===== src/rtl/dclk_pkg.sv =====
package dclk_pkg;
    localparam int unsigned PS_W_DEF   = 4;
    localparam int unsigned DIV_W_DEF  = 4;
    localparam int unsigned PRE_W_DEF  = 16;
    localparam int unsigned BASE_DEF   = 16;
endpackage


===== src/rtl/dclk_prescale.sv =====
module dclk_prescale #(
    parameter int unsigned PRE_W = dclk_pkg::PRE_W_DEF,
    parameter int unsigned PS_W  = dclk_pkg::PS_W_DEF
) (
    input  logic            clk,
    input  logic            rst_n,
    input  logic            run,
    input  logic            clear,
    input  logic [PS_W-1:0] ps,
    output logic            tick
);
    typedef struct packed {
        logic [PRE_W-1:0] cnt;
    } pre_state_t;

    pre_state_t st_d, st_q;
    logic [PRE_W-1:0] tap_mask;

    always_comb begin
        for (int i = 0; i < PRE_W; i++) begin
            tap_mask[i] = (i < int'(ps));
        end
        tick = run && ((st_q.cnt & tap_mask) == tap_mask);
        st_d = st_q;
        if (!run || clear) begin
            st_d.cnt = '0;
        end else begin
            st_d.cnt = st_q.cnt + 1'b1;
        end
    end

    always_ff @(posedge clk or negedge rst_n) begin
        if (!rst_n) st_q <= '0;
        else        st_q <= st_d;
    end

    // A strobe at a tap above zero is never followed by another strobe on the next cycle
    assert_tick_spacing_R3: assert property (@(posedge clk) disable iff (!rst_n)
        (tick && ps != '0) |=> (!tick || ps == '0));

    // Tap zero strobes on every running cycle
    assert_tick_every_R2: assert property (@(posedge clk) disable iff (!rst_n)
        (run && ps == '0) |-> tick);
endmodule


===== src/rtl/dclk_fine.sv =====
module dclk_fine #(
    parameter int unsigned DIV_W = dclk_pkg::DIV_W_DEF,
    parameter int unsigned BASE  = dclk_pkg::BASE_DEF
) (
    input  logic             clk,
    input  logic             rst_n,
    input  logic             run,
    input  logic             tick,
    input  logic [DIV_W-1:0] div,
    output logic             wrap
);
    localparam int unsigned CW = $clog2(BASE + (1 << DIV_W));

    typedef struct packed {
        logic [CW-1:0] cnt;
    } fine_state_t;

    fine_state_t st_d, st_q;
    logic [CW-1:0] limit;

    always_comb begin
        limit = CW'(BASE - 1) + CW'(div);
        wrap  = run && tick && (st_q.cnt == limit);
        st_d  = st_q;
        if (!run) begin
            st_d.cnt = '0;
        end else if (tick) begin
            st_d.cnt = wrap ? '0 : st_q.cnt + 1'b1;
        end
    end

    always_ff @(posedge clk or negedge rst_n) begin
        if (!rst_n) st_q <= '0;
        else        st_q <= st_d;
    end

    // Count never passes the active limit
    assert_cnt_bound_R9: assert property (@(posedge clk) disable iff (!rst_n)
        st_q.cnt <= limit);
endmodule


===== src/rtl/dclk_divider.sv =====
module dclk_divider #(
    parameter int unsigned PRE_W = dclk_pkg::PRE_W_DEF,
    parameter int unsigned PS_W  = dclk_pkg::PS_W_DEF,
    parameter int unsigned DIV_W = dclk_pkg::DIV_W_DEF,
    parameter int unsigned BASE  = dclk_pkg::BASE_DEF
) (
    input  logic             clk,
    input  logic             rst_n,
    input  logic             en,
    input  logic [PS_W-1:0]  ps_sel,
    input  logic [DIV_W-1:0] div_sel,
    output logic             out_pulse,
    output logic             out_level
);
    typedef struct packed {
        logic [PS_W-1:0]  ps_sh;
        logic [DIV_W-1:0] div_sh;
        logic             pulse;
        logic             level;
    } top_state_t;

    top_state_t st_d, st_q;
    logic pre_tick;
    logic fine_wrap;

    dclk_prescale #(.PRE_W(PRE_W), .PS_W(PS_W)) u_pre (
        .clk   (clk),
        .rst_n (rst_n),
        .run   (en),
        .clear (fine_wrap),
        .ps    (st_q.ps_sh),
        .tick  (pre_tick)
    );

    dclk_fine #(.DIV_W(DIV_W), .BASE(BASE)) u_fine (
        .clk   (clk),
        .rst_n (rst_n),
        .run   (en),
        .tick  (pre_tick),
        .div   (st_q.div_sh),
        .wrap  (fine_wrap)
    );

    always_comb begin
        st_d = st_q;
        if (!en) begin
            st_d.ps_sh  = ps_sel;
            st_d.div_sh = div_sel;
            st_d.pulse  = 1'b0;
            st_d.level  = 1'b0;
        end else begin
            st_d.pulse = fine_wrap;
            st_d.level = st_q.level ^ fine_wrap;
            if (fine_wrap) begin
                st_d.ps_sh  = ps_sel;
                st_d.div_sh = div_sel;
            end
        end
    end

    always_ff @(posedge clk or negedge rst_n) begin
        if (!rst_n) st_q <= '0;
        else        st_q <= st_d;
    end

    assign out_pulse = st_q.pulse;
    assign out_level = st_q.level;

    assert_idle_low_R1: assert property (@(posedge clk) disable iff (!rst_n)
        !en |=> (!out_pulse && !out_level));

    assert_pulse_single_R5: assert property (@(posedge clk) disable iff (!rst_n)
        out_pulse |=> !out_pulse);

    assert_level_follow_R6: assert property (@(posedge clk) disable iff (!rst_n)
        (en && $past(en)) |-> ((out_level != $past(out_level)) == out_pulse));

    assert_shadow_hold_R7: assert property (@(posedge clk) disable iff (!rst_n)
        ($past(en) && !out_pulse) |-> ($stable(st_q.ps_sh) && $stable(st_q.div_sh)));
endmodule


===== config.mk =====
export PLATFORM = sky130hd
export DESIGN_NAME = dclk_divider
export DESIGN_NICKNAME = d
export VERILOG_FILES = /design/src/rtl/dclk_pkg.sv /design/src/rtl/dclk_prescale.sv /design/src/rtl/dclk_fine.sv /design/src/rtl/dclk_divider.sv
export SDC_FILE = /design/constraint.sdc
export NUM_CORES = 1
export LEC_CHECK = 0
export ABC_AREA = 1
export BUFFER_PORTS_ARGS = -buffer_cell sky130_fd_sc_hd__clkbuf_2
export CORE_ASPECT_RATIO = 0.75
export CORE_MARGIN = 10
export CORE_UTILIZATION = 55
export DETAILED_ROUTE_END_ITERATION = 10
export PLACE_DENSITY = 0.74
export SLEW_MARGIN = 10
export SYNTH_ARGS = -nofsm -noshare
export SYNTH_HDL_FRONTEND = slang
export SYNTH_SLANG_ARGS = --single-unit

===== constraint.sdc =====
create_clock -name clk -period 2.2 [get_ports clk]
set_input_delay 0.22 -clock clk [delete_from_list [all_inputs] [get_ports clk]]
set_output_delay 0.22 -clock clk [all_outputs]
set_load 0.02 [all_outputs]

==> results.md <==
* Antenna Nets Post-Route at 0
* CP max stage cell: dfrtp_1
* CP required at 2.36 ns
* Worst-path clk slew at 0.07 ns
* Synthesized cell area at 1860 µm²
* Seq/Total Area, Yosys at 40.4%
* Drt drc at 0
* Boundary pin count at 13
* Area after DPL at 1940 µm²
* Via density at 5.08
* Slew @ Worst Pin at 0.728 ns
* Gr ovfl total at 0
* Die X at 87.1 µm
* CP cell instances: inv_1, ha_1, xnor2_1, nor2_1, nand2_1, nor2_1, nand3_2, nand2_4, nor2_1
* Total nets after synthesis at 275
* Dpl hpwl at 2910 µm
* Critical path's most frequent cell: nor2_1
* Wire length of the first global-routing pass at 7080 µm
* Status: finished, violations left
* Fmax achieved at 0.557 GHz
* Peak VDD IR at 482 µV
* Initial core utilization at 56.9%
* Non-filler instance count after layout at 317
* Number of clock sinks at 30
* Commonest non-fill, non-tap cell in the layout: nand2_1
* Number of buffers created by CTS at 5
* HP Class: in -> async
* Failing checks: hold timing
* Cell count after placement at 309
* Top Metal Used: met4
* Hold Fails Final Rpt at 30
* RSZ-0062 raised after global routing: no
* Diodes inserted at 0
* Library cells used by synthesis at 25
* H-Tree Level Count at 2
* Final WL at 3720 µm
* Nets@finish at 290
* Place WS at 0.420 ns
* Core footprint at 3270 µm²
* Clock skew at 0.00520 ns
* Fillers at 297
* Rel. slew slack at 51.5%
* I/O Buffers at 12
* Core Util, Final at 62.3%
* RePlAce Congestion at 0.934
* Via count at 1609
* Setup bufs post-CTS at 0
* Final worst-path cycle share at 81.6%
* Tmin final at 1.79 ns
* Yosys reg bits at 30
* Clock Latency Late Sink at 0.28 ns
* Met2 routed WL at 1510 µm
* Die Ht at 70.3 µm
* Final Max Slew Viols at 0
* Cell area after layout at 2030 µm²
* Most frequent cells in the layout: nand2_1, inv_1, dfrtp_1
* Mapped Cells at 261
* Crit path launch type: flop
* Die area at 6120 µm²
* Setup crit end kind: flop
* CTS Hold Bufs at 0
* CTS max path bufs at 2
* Root Buffer: clkbuf_8
* CTS tree: built
* Hold_ws at -0.00994 ns
* Vias in the first global route at 1638
* Final Worst Setup Slack at 0.405 ns
* Worst Path Class, Setup: reg -> reg
* 1st-iter DRT viols at 144
* Met3 Wirelength at 148 µm
* M1 WL at 2020 µm
* Wirelength per Cell at 11.7 µm
* YS warnings at 0
* Largest net degree at the start of global routing at 31
* Final setup viols at 0
* Syn avg cell area at 7.11 µm²
* Initial antenna violation count at 0
* CP Max Fanout at 23
* Post-CTS resize count at 0
* CP peak stage delay at 0.36 ns
* # rows at 18
* First-pass DRT Iterations at 4
* Crit path arrival time at 1.95 ns
* Max Cap Violations at 0
* Pwr/cell area at 595 nW/µm²
* Setup tns final at 0 ns
* Layout cells sized above 1 at 11.6%
* Total Routing Usage GR at 13.8%
* Leakage at 1.11 nW
* Layout area overhead at 9.50%
-- worst max-delay path, delay by kind of cell (launching register included) --
kind          cells  cell delay [ns]
xor+xnor          1             0.13
simple gates      6             0.80
buf+inv           1             0.08
fa+ha+maj         1             0.31
flops             1             0.36
-- stage by stage --
step | power [mW] | hold slack [ns]
after global routing | 1.28 | 0.0445
after global placement | 0.762 | 0.316
after detailed placement | 0.765 | 0.317
after floorplan | 0.719 | -0.0756
final | 1.21 | -0.00994
after CTS | 1.22 | 0.0195
-- synthesized netlist by cell type --
cell	instances	area share [%]
inv_1	36	7.3
nand4_1	11	3.7
dfrtp_1	30	40
nand2_1	89	18
inv_2	2	0.40
nor3_2	1	0.54
nand2_4	1	0.61
nor2_1	29	5.9
xor2_1	12	5.7
nor3_1	2	0.54
o21bai_1	2	0.81
buf_2	2	0.54
nand3_2	1	0.54
nand3b_1	1	0.40
ha_1	3	2.0
nor2_2	4	1.3
buf_6	2	1.2
buf_1	1	0.20
xnor2_1	4	1.9
o21ai_0	2	0.54
a21oi_1	2	0.54
nand3_1	20	5.4
nor2_4	1	0.61
o21ai_1	2	0.54
buf_4	1	0.40
-- power by group --
part	switching, mW	internal (mW)	leakage [nW]
clock	0.203	0.251	0.0472
combinational	0.101	0.0585	0.657
sequential	0.0260	0.569	0.402
total	0.330	0.879	1.11
-- cell families after synthesis --
kind of cell / after synthesis / synth area share [%]
simple gates: 160 / 37.5
fa+ha+maj: 3 / 2.02
xor+xnor: 16 / 7.55
compound gates: 8 / 2.43
flops: 30 / 40.4
buf+inv: 44 / 10.0
-- area by class of cell --
cell class                      count  area (µm²)  area share (%)
Multi-Input combinational cell    187         920            45.2
Inverter                           38         143            7.02
Tap cell                           40        50.0            2.46
Clock inverter                      2        12.5           0.615
Clock buffer                        6        82.6            4.06
Timing Repair Buffer               14        75.1            3.69
Sequential cell                    30         751            36.9
-- layer usage --
metal / up-vias / global-route usage [%]
met4: 0 / 3.71
li1: 838 / -
met5: - / 0
met2: 23 / 19.3
met1: 744 / 19.7
met3: 4 / 4.29
-- final timing paths --
path / start / to / slack, ns / depth (start not counted)
max in group asynchronous: rst_n / u_pre.st_q[2] / 1.75 / 1
min: rst_n / st_q[7] / -0.01 / 1
max reg2reg: st_q[2] / u_pre.st_q[13] / 0.41 / 9
min in group clk: ps_sel[1] / st_q[7] / 0.13 / 3
min reg2reg: u_pre.st_q[0] / u_pre.st_q[0] / 0.52 / 1
max: st_q[2] / u_pre.st_q[13] / 0.41 / 9
-- state kept, by name, indices dropped and copies added (netlist names) --
register     flops
st_q             8
u_fine.st_q      5
out_level        1
u_pre.st_q      15
out_pulse        1
Power figures use the tool's default switching activity.
